`config.mk`:
```
export PLATFORM = sky130hd
export DESIGN_NAME = weighted_pattern_gen
export DESIGN_NICKNAME = d
export VERILOG_FILES = /design/src/rtl/wpg_pkg.sv /design/src/rtl/wpg_ctrl.sv /design/src/rtl/wpg_datapath.sv /design/src/rtl/weighted_pattern_gen.sv
export SDC_FILE = /design/constraint.sdc
export NUM_CORES = 1
export LEC_CHECK = 0
export BUFFER_PORTS_ARGS = -buffer_cell sky130_fd_sc_hd__buf_2
export CAP_MARGIN = 25
export CORE_ASPECT_RATIO = 2
export CORE_MARGIN = 1.5
export CORE_UTILIZATION = 56
export DETAILED_ROUTE_END_ITERATION = 10
export PLACE_DENSITY = 0.84
export SLEW_MARGIN = 0
export SYNTH_ARGS = -nofsm -noshare
export SYNTH_HDL_FRONTEND = slang
export SYNTH_SLANG_ARGS = --single-unit
```
`constraint.sdc`:
```
create_clock -name clk -period 3.41 [get_ports clk]
set_clock_uncertainty 0.15 [all_clocks]
set_input_delay 0.1705 -clock clk [delete_from_list [all_inputs] [get_ports clk]]
set_output_delay 0.1705 -clock clk [all_outputs]
set_load 0.03 [all_outputs]
```
`src/rtl/wpg_pkg.sv`:
```
package wpg_pkg;
  typedef enum logic [1:0] {
    W_HALF    = 2'b00,
    W_QUARTER = 2'b01,
    W_THREEQ  = 2'b10,
    W_SPARE   = 2'b11
  } weightCode_e;

  typedef struct packed {
    logic seedLd;
    logic step;
    logic wtWr;
  } wpgStrobes_t;
endpackage

```
`src/rtl/wpg_ctrl.sv`:
```
module wpg_ctrl
  import wpg_pkg::*;
(
  input  logic        genEn,
  input  logic        seedLoad,
  input  logic        wtWrEn,
  output wpgStrobes_t strobes
);
  always_comb begin
    strobes.seedLd = seedLoad;
    strobes.step   = genEn & ~seedLoad;
    strobes.wtWr   = wtWrEn & ~genEn;
  end
endmodule

```
`src/rtl/wpg_datapath.sv`:
```
module wpg_datapath
  import wpg_pkg::*;
#(
  parameter int LFSR_W = 10,
  parameter int OUT_W = 8,
  parameter logic [LFSR_W-1:0] FB_MASK = 10'h240,
  parameter int PARTNER_OFS = 3
) (
  input  logic                clk,
  input  logic                rst_n,
  input  wpgStrobes_t         strobes,
  input  logic [LFSR_W-1:0]   seedVal,
  input  logic [2*OUT_W-1:0]  wtWrData,
  output logic [LFSR_W-1:0]   lfsrState,
  output logic [2*OUT_W-1:0]  weights,
  output logic [OUT_W-1:0]    pattern
);
  localparam logic [LFSR_W-1:0] ONE = LFSR_W'(1);

  logic feedback;
  logic [LFSR_W-1:0] seedSafe;

  assign feedback = ^(lfsrState & FB_MASK);
  assign seedSafe = (seedVal == '0) ? ONE : seedVal;

  always_ff @(posedge clk or negedge rst_n) begin
    if (!rst_n) begin
      lfsrState <= ONE;
    end else if (strobes.seedLd) begin
      lfsrState <= seedSafe;
    end else if (strobes.step) begin
      lfsrState <= {lfsrState[LFSR_W-2:0], feedback};
    end
  end

  always_ff @(posedge clk or negedge rst_n) begin
    if (!rst_n) begin
      weights <= '0;
    end else if (strobes.wtWr) begin
      weights <= wtWrData;
    end
  end

  for (genvar i = 0; i < OUT_W; i++) begin : g_line
    localparam int PRIM = i % LFSR_W;
    localparam int PART = (i + PARTNER_OFS) % LFSR_W;
    weightCode_e code;
    logic primBit, partBit;
    assign code    = weightCode_e'(weights[2*i +: 2]);
    assign primBit = lfsrState[PRIM];
    assign partBit = lfsrState[PART];
    always_comb begin
      case (code)
        W_QUARTER: pattern[i] = primBit & partBit;
        W_THREEQ:  pattern[i] = primBit | partBit;
        default:   pattern[i] = primBit;
      endcase
    end
  end
endmodule

```
`src/rtl/weighted_pattern_gen.sv`:
```
module weighted_pattern_gen
  import wpg_pkg::*;
#(
  parameter int LFSR_W = 10,
  parameter int OUT_W = 8,
  parameter logic [LFSR_W-1:0] FB_MASK = 10'h240
) (
  input  logic               clk,
  input  logic               rst_n,
  input  logic               genEn,
  input  logic               seedLoad,
  input  logic [LFSR_W-1:0]  seedVal,
  input  logic               wtWrEn,
  input  logic [2*OUT_W-1:0] wtWrData,
  output logic [OUT_W-1:0]   pattern
);
  wpgStrobes_t strobes;
  logic [LFSR_W-1:0]  lfsrState;
  logic [2*OUT_W-1:0] weights;

  wpg_ctrl u_ctrl (
    .genEn(genEn),
    .seedLoad(seedLoad),
    .wtWrEn(wtWrEn),
    .strobes(strobes)
  );

  wpg_datapath #(
    .LFSR_W(LFSR_W),
    .OUT_W(OUT_W),
    .FB_MASK(FB_MASK)
  ) u_dp (
    .clk(clk),
    .rst_n(rst_n),
    .strobes(strobes),
    .seedVal(seedVal),
    .wtWrData(wtWrData),
    .lfsrState(lfsrState),
    .weights(weights),
    .pattern(pattern)
  );
endmodule

```
==> results of run 1 <==
registers in the layout, summed over array words and instances, names as in the netlist:
register        flops
u_dp.lfsrState     10
u_dp.weights       16
routing by layer:
layer / up-vias / part of all wire (%)
met3: 14 / 3.0
li1: 677 / -
met2: 39 / 58
met4: 0 / 3.7
met1: 655 / 36
met5: - / 0
kinds of logic (layout without fill, tap and decap cells):
family | after synthesis | after routing | share of synthesized area (%)
AOI/OAI and AO/OA | 49 | 49 | 18.0
adders and majority gates | 18 | 18 | 14.6
buffers and inverters | 38 | 95 | 10.1
DFF | 26 | 26 | 42.3
muxes | 9 | 9 | 5.85
and+or+nand+nor | 32 | 32 | 9.18
worst max path at each step:
stage                           startpoint         end  depth (start not counted)
after detailed placement   u_dp.weights[6]  pattern[3]                          6
final                      u_dp.weights[6]  pattern[3]                          6
after global placement     u_dp.weights[6]  pattern[3]                          6
after global routing       u_dp.weights[6]  pattern[3]                          6
after CTS                  u_dp.weights[6]  pattern[3]                          6
after floorplan           u_dp.weights[10]  pattern[5]                          5
layout make-up:
class | instances | area [um^2]
timing repair buffer | 59 | 400
sequential | 26 | 652
multi-input combinational | 108 | 733
inverter | 32 | 120
clock buffer | 4 | 45.0
tap | 28 | 35.0
fill | 178 | 584
layout by cell type, fill, tap and decap left out, drive strengths merged:
cell / instances
nor2: 1
a221oi: 1
nor4: 2
clkbuf: 4
buf: 38
o211ai: 1
mux2i: 9
nand3: 1
a21oi: 1
nor2b: 3
ha: 18
a211oi: 1
dlygate4sd3: 21
inv: 32
o21ai: 38
nand2: 25
dfstp: 1
dfrtp: 25
a22oi: 7
report_power, final:
group          switching, mW  leakage [nW]  internal (mW)
logic                  0.166         0.702          0.109
registers             0.0310         0.316          0.346
clock network         0.0922        0.0228         0.0836
through the flow:
step | hold slack [ns] | instances | utilization [%]
after floorplan | -0.275 | 172 | -
after global placement | 0.0393 | 232 | 67.3
after detailed placement | 0.0538 | 232 | 67.3
after CTS | 0.00345 | 257 | 77.3
after global routing | 0.00661 | 257 | 77.3
final | 0.000377 | 257 | 77.3
worst max-delay path: cells and delay by family, from the launching register on:
family,cells,cell delay (ns)
adder cells (fa/ha/maj),1,0.31
flip-flops,1,0.37
buffers and inverters,3,0.39
AO/OA/AOI/OAI,2,0.39
==> results.json, run 1 <==
{
  "outcome": "completed",
  "async_reset_ff_share_pct": 100,
  "avgSynthCellArea_um2": 8.95,
  "met3_usage_pct": 2.60,
  "setup_slack_ns": 1.36,
  "fin_crit_sh_pct": 60.1,
  "final_hold_viol_count": 0,
  "routed_via_density": 5.39,
  "cts_root_buf": "clkbuf_8",
  "cts.sinks": 26,
  "ff2ff_setup_slack_ns": 2.11,
  "dpl-instance-area_um2": 1730,
  "irDropWorstVdd_v": 0.000319,
  "initial_core_util_pct": 59.9,
  "synth_seq_area_share_pct": 42.3,
  "worstRegToRegCells": 4,
  "max_stage_delay_ns": 0.37,
  "syn_to_final_growth_pct": 28.9,
  "cts_setup_buffers": 0,
  "whs_endpoint": "u_dp.lfsrState[2]",
  "grt.busiest_layer": "met2",
  "worstPathCellList": "inv_1 > ha_1 > inv_1 > a22oi_1 > o21ai_0 > buf_2",
  "cts_tree": "yes",
  "preCtsSetupSlack_ns": 1.71,
  "netlist_instances": 172,
  "grt_start_max_net_pins": 33,
  "ys_types": 21,
  "firstDrtPassIters": 4,
  "die_w_um": 40.1,
  "final_cell_area_um2": 1990,
  "leakagePower_nw": 1.04,
  "synth-seq-cells": 26,
  "setup_tns_ns": 0,
  "met1_usage_pct": 26.4,
  "n_antenna_cell": 0,
  "synthFlopType": "dfrtp_1",
  "grt_antenna_before_repair": 0,
  "drc": 0,
  "antenna_left": 0,
  "wire_per_inst_um": 14.6,
  "numPortBuffers": 38,
  "yosys.area.top_type": "dfrtp_1",
  "required_ns": 3.09,
  "routed_wl_um": 3750,
  "arrival_ns": 1.73,
  "layout_min_cycle_time_ns": 2.05,
  "hold_class": "in2reg",
  "max-cap-violations": 0,
  "r2r-end": "u_dp.lfsrState[0]",
  "dp_hpwl_um": 2650,
  "ys_warn_count": 0,
  "gp_congestion": 0.832,
  "die_area_um2": 3090,
  "relSlewSlack_pct": 60.0,
  "row_count": 26,
  "path_class": "reg2out",
  "synth.most_common_cell": "inv_1",
  "synth.net_count": 221,
  "ios": 39,
  "cts.clk_slew.worst_paths_ns": 0.09,
  "slew_violations": 0,
  "nets": 279,
  "synth_area_leaders": "dfrtp_1 (41%), ha_1 (15%), o21ai_0 (9.7%)",
  "cp_common_cell": "inv_1",
  "synth_common_cells": "inv_1 (32), o21ai_0 (30), dfrtp_1 (25), nand2_1 (25), ha_1 (18)",
  "synth_area_um2": 1540,
  "cp_max_fo": 2,
  "die_h_um": 77.2,
  "grt_pass1_vias": 1476,
  "drt-initial-drc-count": 28,
  "vias": 1385,
  "core-area_um2": 2570,
  "holdPathStages": 3,
  "regToRegStartpoint": "u_dp.lfsrState[6]",
  "drive_gt1_share_pct": 19.2,
  "cts_buffers": 3,
  "holdCritStartpoint": "seedVal[2]",
  "grt_pass1_wl_um": 6070,
  "gr-usage-met2_pct": 52.1,
  "holdBufCountCts": 21,
  "max_freq_mhz": 488,
  "setup_viol": 0,
  "synth-edff-count": 0,
  "cts_buffer_depth": 2,
  "synth_top_area_share_pct": 40.6,
  "startpoint_type": "flop",
  "cts_resized": 0,
  "critPathCaptureType": "output pin",
  "worstMarginPinSlew_ns": 0.599,
  "power_mw": 0.828,
  "grt_usage_pct": 27.9,
  "overflow": 0,
  "clk_latency_ns": 0.27,
  "crit_slowest_cell": "dfrtp_1",
  "rsz0062_at_grt": "false",
  "htreeDepth": 1,
  "power_density_nw_per_um2": 417
}
Power figures use the tool's default switching activity.
==> run 2: changes to the inputs <==
--- a/config.mk
+++ b/config.mk
@@ -9,9 +9,9 @@
 export CAP_MARGIN = 25
 export CORE_ASPECT_RATIO = 2
 export CORE_MARGIN = 1.5
-export CORE_UTILIZATION = 56
+export CORE_UTILIZATION = 52
 export DETAILED_ROUTE_END_ITERATION = 10
-export PLACE_DENSITY = 0.84
+export PLACE_DENSITY = 0.78
 export SLEW_MARGIN = 0
 export SYNTH_ARGS = -nofsm -noshare
 export SYNTH_HDL_FRONTEND = slang
==> constraint.sdc (replaced) <==
create_clock -name clk -period 2 [get_ports clk]
set_clock_uncertainty 0.15 [all_clocks]
set_input_delay 0.1 -clock clk [delete_from_list [all_inputs] [get_ports clk]]
set_output_delay 0.1 -clock clk [all_outputs]
set_load 0.03 [all_outputs]
==> run 2 against run 1 <==
  * Final area up 3.6%
  * First-iteration DRC count up 3.6%
  * Clock power up 69%
  * Sequential cell count unchanged
  * Non-clock buffer count up 7
  * Via count up 1.7%
  * Die area up 7.2%
  * Critical path type is now in2reg
==> results.json, run 2 (synthesized netlist as in run 1, its figures left out) <==
{
  "outcome": "completed",
  "switchingPower_mw": 0.482,
  "grt_pass1_vias": 1502,
  "cts_tree": "yes",
  "vias": 1408,
  "relSlewSlack_pct": 60.6,
  "required_ns": 2.06,
  "cts_buffers": 3,
  "syn_to_final_growth_pct": 33.5,
  "die_area_um2": 3320,
  "clk_latency_ns": 0.26,
  "cts.sinks": 26,
  "ff2ff_setup_slack_ns": 0.14,
  "overflow": 0,
  "drc": 0,
  "worstMarginPinSlew_ns": 0.592,
  "wire_per_inst_um": 13.5,
  "htreeDepth": 1,
  "drt-initial-drc-count": 29,
  "max-cap-violations": 0,
  "layout_min_cycle_time_ns": 1.86,
  "largest_register": "u_dp.weights",
  "die_w_um": 41.5,
  "cts_buffer_depth": 2,
  "setup_tns_ns": 0,
  "p_sw_share_pct": 34.2,
  "largest_reg_flops": 16,
  "cts_setup_buffers": 0,
  "final_cell_mix": "buf_2 (38), inv_1 (32), o21ai_0 (29)",
  "preCtsSetupSlack_ns": 0.355,
  "n_antenna_cell": 0,
  "final_hold_viol_count": 0,
  "cts_root_buf": "clkbuf_8",
  "hold_class": "in2reg",
  "die_h_um": 80.0,
  "cts.clk_slew.worst_paths_ns": 0.08,
  "path_class": "in2reg",
  "slew_violations": 0,
  "drive_gt1_share_pct": 18.6,
  "leakagePower_nw": 1.07,
  "routed_via_density": 5.31,
  "routed_wl_um": 3570,
  "dp_hpwl_um": 2560,
  "holdCritStartpoint": "seedLoad",
  "nets": 286,
  "fillers": 218,
  "setup_viol": 0,
  "power_density_nw_per_um2": 686,
  "internal_power_mw": 0.928,
  "max_freq_mhz": 537,
  "timing.critical_path.from": "seedVal[7]",
  "ios": 39,
  "power_mw": 1.41,
  "holdWs_ns": 0.0780,
  "gp_congestion": 0.767,
  "seqCellArea_um2": 652,
  "grt_usage_pct": 23.3,
  "row_count": 27,
  "antenna_left": 0,
  "fin_crit_sh_pct": 93.1,
  "grt_pass1_wl_um": 6030,
  "irDropWorstVdd_v": 0.000489,
  "final_common_cell": "buf_2",
  "cp_max_fo": 2,
  "clock_power_share_pct": 21.1,
  "core-area_um2": 2770,
  "grt_antenna_before_repair": 0,
  "critPathCaptureType": "flop",
  "comb_power_share_pct": 33.4,
  "setup_slack_ns": 0.139,
  "firstDrtPassIters": 4,
  "initial_core_util_pct": 55.6,
  "reg_top3": "u_dp.weights x16, u_dp.lfsrState x10",
  "arrival_ns": 1.92,
  "multi_input_area_um2": 733,
  "numPortBuffers": 38,
  "regToRegStartpoint": "u_dp.lfsrState[6]",
  "post-route-util_pct": 74.3,
  "startpoint_type": "primary input",
  "p_seq_share_pct": 45.5,
  "grt_start_max_net_pins": 33,
  "rsz0062_at_grt": "false"
}
## run 2: cell count changes in the layout (fill, tap and decap cells not counted)
cell,delta
dlygate4sd3_1,+7
o21ai_0,-1
o21ai_1,+1
## run 2: final timing paths
check	to	cells after the start
setup / recovery	u_dp.lfsrState[0]	6
setup reg to reg	u_dp.lfsrState[0]	5
max in group asynchronous	u_dp.weights[7]	2
min in group asynchronous	u_dp.weights[12]	2
hold / removal	u_dp.lfsrState[1]	3
hold reg to reg	u_dp.weights[9]	2
## run 2: power by group through the flow
stage	Combinational [mW]	Clock (mW)	Sequential, mW
detailed placement	0.424	0	0.652
global placement	0.399	0	0.647
finish	0.471	0.297	0.642
CTS	0.471	0.302	0.641
floorplan	0.296	0	0.635
global route	0.534	0.317	0.650
## run 2: layer usage
| metal | part of all wire [%] | up-vias | GRT usage, % | wire [um] |
|---|---|---|---|---|
| met5 | 0 | - | 0 | 0 |
| met4 | 2.0 | 0 | 11.6 | 71 |
| met3 | 2.6 | 8 | 1.13 | 93 |
| met2 | 59 | 36 | 47.8 | 2130 |
| met1 | 36 | 673 | 22.0 | 1280 |
| li1 | - | 691 | - | - |
## run 2: repair_timing
item	CTS	global route
hold endpoints to repair	51	0
gates resized for setup	0	1
hold buffers	28	0
setup endpoints to repair	0	1
## run 2: cell type report
type	instances	share of cell area [%]
multi-input combinational	108	35.6
tap	29	1.76
timing repair buffer	66	22.9
clock buffer	4	2.19
sequential	26	31.7
inverter	32	5.84
## run 2: per-stage QoR
| stage | cells | instance area, um^2 |
|---|---|---|
| after floorplan | 172 | 1540 |
| after global placement | 233 | 1730 |
| after detailed placement | 233 | 1730 |
| after CTS | 265 | 2060 |
| after global routing | 265 | 2060 |
| final | 265 | 2060 |
## run 2: critical path, cell delays in order
cell           delay, ns
dlygate4sd3_1       0.54
buf_2               0.14
nor4_1              0.35
nand3_1             0.14
o211ai_2            0.08
dlygate4sd3_1       0.57
==> run 3: changes to the inputs <==
--- a/config.mk
+++ b/config.mk
@@ -7,7 +7,6 @@
 export LEC_CHECK = 0
 export BUFFER_PORTS_ARGS = -buffer_cell sky130_fd_sc_hd__buf_2
 export CAP_MARGIN = 25
-export CORE_ASPECT_RATIO = 2
 export CORE_MARGIN = 1.5
 export CORE_UTILIZATION = 52
 export DETAILED_ROUTE_END_ITERATION = 10
@@ -15,4 +14,5 @@
 export SLEW_MARGIN = 0
 export SYNTH_ARGS = -nofsm -noshare
 export SYNTH_HDL_FRONTEND = slang
+export SYNTH_HIERARCHICAL = 1
 export SYNTH_SLANG_ARGS = --single-unit
==> run 3 against run 2 <==
  * The flow now finishes with violations (DRC)
  * Clock power down 10%
  * Routed wire length up 0.48%
  * Count of clock-buffer cells in the layout unchanged
  * Register-to-register slack about the same
  * Critical path type is now reg2out
  * Critical endpoint is now pattern[6]
==> results.json, run 3 <==
{
  "leakagePower_nw": 1.07,
  "placed_cells": 239,
  "netlist_instances": 175,
  "firstDrtPassIters": 7,
  "routed_via_density": 5.08,
  "wire_per_inst_um": 13.2,
  "initial_core_util_pct": 55.5,
  "worstRegToRegCells": 6,
  "worstMarginPinSlew_ns": 0.588,
  "synthFlopType": "dfrtp_1",
  "path_class": "reg2out",
  "cts_buffer_depth": 2,
  "drive_gt1_share_pct": 21.2,
  "final_cell_area_um2": 2100,
  "final_common_cell": "buf_2",
  "required_ns": 1.75,
  "routed_wl_um": 3590,
  "regToRegStartpoint": "u_dp/lfsrState[9]",
  "grt_antenna_before_repair": 0,
  "ys_types": 22,
  "setup_viol": 0,
  "internal_power_mw": 0.905,
  "async_reset_ff_share_pct": 100,
  "p_sw_share_pct": 34.9,
  "violations": "DRC",
  "overflow": 0,
  "instances_no_fill": 272,
  "drc": 2,
  "die_area_um2": 3330,
  "clock_power_share_pct": 19.2,
  "yosys.area.top_type": "dfrtp_1",
  "drt-initial-drc-count": 37,
  "final_hold_viol_count": 0,
  "holdWs_ns": 0.0198,
  "cts_buffers": 3,
  "comb_power_share_pct": 34.6,
  "largest_reg_flops": 16,
  "synth_seq_area_share_pct": 41.9,
  "outcome": "complete, but fails checks",
  "ios": 39,
  "multi_input_area_um2": 757,
  "vias": 1382,
  "ys_warn_count": 6,
  "grt_start_max_net_pins": 33,
  "cts.clk_slew.worst_paths_ns": 0.14,
  "p_seq_share_pct": 46.2,
  "startpoint_type": "flop",
  "hold_class": "in2reg",
  "final_cell_mix": "buf_2 (38), inv_1 (31), o21ai_0 (30)",
  "grt_usage_pct": 22.7,
  "critPathCaptureType": "output pin",
  "synth_top_area_share_pct": 40.2,
  "worstPathCellList": "inv_1 > ha_1 > a221oi_1 > a21oi_1 > buf_2",
  "dpl-instance-area_um2": 1760,
  "setup_tns_ns": 0,
  "grt_pass1_wl_um": 5850,
  "syn_to_final_growth_pct": 34.7,
  "irDropWorstVdd_v": 0.000451,
  "crit_slowest_cell": "dfrtp_1",
  "max_stage_delay_ns": 0.38,
  "row_count": 19,
  "rsz0062_at_grt": "false",
  "layout_min_cycle_time_ns": 1.89,
  "slew_violations": 0,
  "relSlewSlack_pct": 60.8,
  "nets": 291,
  "dp_hpwl_um": 2380,
  "htreeDepth": 1,
  "cp_max_fo": 2,
  "holdCritStartpoint": "seedLoad",
  "cts_root_buf": "clkbuf_4",
  "synth-edff-count": 0,
  "n_antenna_cell": 0,
  "die_w_um": 57.7,
  "power_density_nw_per_um2": 663,
  "cts.sinks": 26,
  "reg_top3": "u_dp/weights x16, u_dp/lfsrState x10",
  "max_freq_mhz": 529,
  "clk_latency_ns": 0.32,
  "synth-seq-cells": 26,
  "core-area_um2": 2810,
  "largest_register": "u_dp/weights",
  "cts_tree": "yes",
  "synth.most_common_cell": "inv_1",
  "synth.net_count": 224,
  "antenna_left": 0,
  "fin_crit_sh_pct": 94.6,
  "gp_congestion": 0.827,
  "arrival_ns": 1.64,
  "holdPathStages": 3,
  "fillers": 204,
  "timing.critical_path.from": "u_dp/weights[12]",
  "max-cap-violations": 0,
  "power_mw": 1.39,
  "synth_area_leaders": "dfrtp_1 (40%), ha_1 (14%), o21ai_0 (9.6%)",
  "avgSynthCellArea_um2": 8.89,
  "synth_area_um2": 1560,
  "numPortBuffers": 38,
  "switchingPower_mw": 0.485,
  "die_h_um": 57.7,
  "grt_pass1_vias": 1373,
  "synth_common_cells": "inv_1 (32), o21ai_0 (30), nand2_1 (26)",
  "seqCellArea_um2": 652
}
==> run 3: worst paths after layout <==
kind / to / slack [ns]
max: pattern[6] / 0.11
min: u_dp/lfsrState[9] / 0.02
max reg2reg: u_dp/lfsrState[0] / 0.14
min reg2reg: u_dp/weights[3] / 0.44
max in group asynchronous: u_dp/weights[14] / 1.17
min in group asynchronous: u_dp/weights[13] / 0.14
==> run 3: cells by family (layout without fill, tap and decap cells) <==
kind of cell,after synthesis,after routing,share of synthesized area (%)
simple gates,32,32,8.84
flops,26,26,41.9
buf+inv,39,105,10.4
fa+ha+maj,18,18,14.5
compound gates,50,50,17.9
mux,10,10,6.43
==> run 3: per-stage QoR <==
step / utilization [%] / setup slack, ns
global placement: 62.8 / 0.561
floorplan: - / 0.302
detailed placement: 62.8 / 0.501
global route: 74.8 / 0.00640
finish: 74.8 / 0.108
CTS: 74.0 / 0.0464
==> run 3: layout make-up <==
class,count,area share (%)
Clock buffer,4,1.73
Multi-Input combinational cell,110,36.1
Tap cell,31,1.85
Timing Repair Buffer,69,23.5
Sequential cell,26,31.1
Inverter,32,5.73
==> run 3: critical path, delay by kind of cell, from the launching register on <==
family | cells | cell delay, ns
buf+inv | 2 | 0.26
compound gates | 2 | 0.37
fa+ha+maj | 1 | 0.31
flops | 1 | 0.38
==> run 3: timing repair <==
item	4_1_cts	5_1_grt
hold endpoints to repair	52	0
hold buffers	28	0
buffers inserted	0	1
endpoints found under the setup margin	0	1
gates resized for setup	0	2
==> run 3: metal layers <==
metal | GRT usage [%] | vias up | wire length (um)
met4 | 7.31 | 0 | 14
met2 | 42.0 | 26 | 1940
met1 | 27.4 | 645 | 1520
met5 | 0 | - | 0
met3 | 2.46 | 2 | 111
li1 | - | 709 | -
==> run 3: power by group through the flow <==
stage	Sequential, mW	Clock (mW)	Combinational, mW
5_1_grt	0.652	0.298	0.535
4_1_cts	0.642	0.274	0.465
3_5_place_dp	0.653	0	0.418
2_1_floorplan	0.635	0	0.296
3_3_place_gp	0.646	0	0.394
6_report	0.642	0.267	0.481
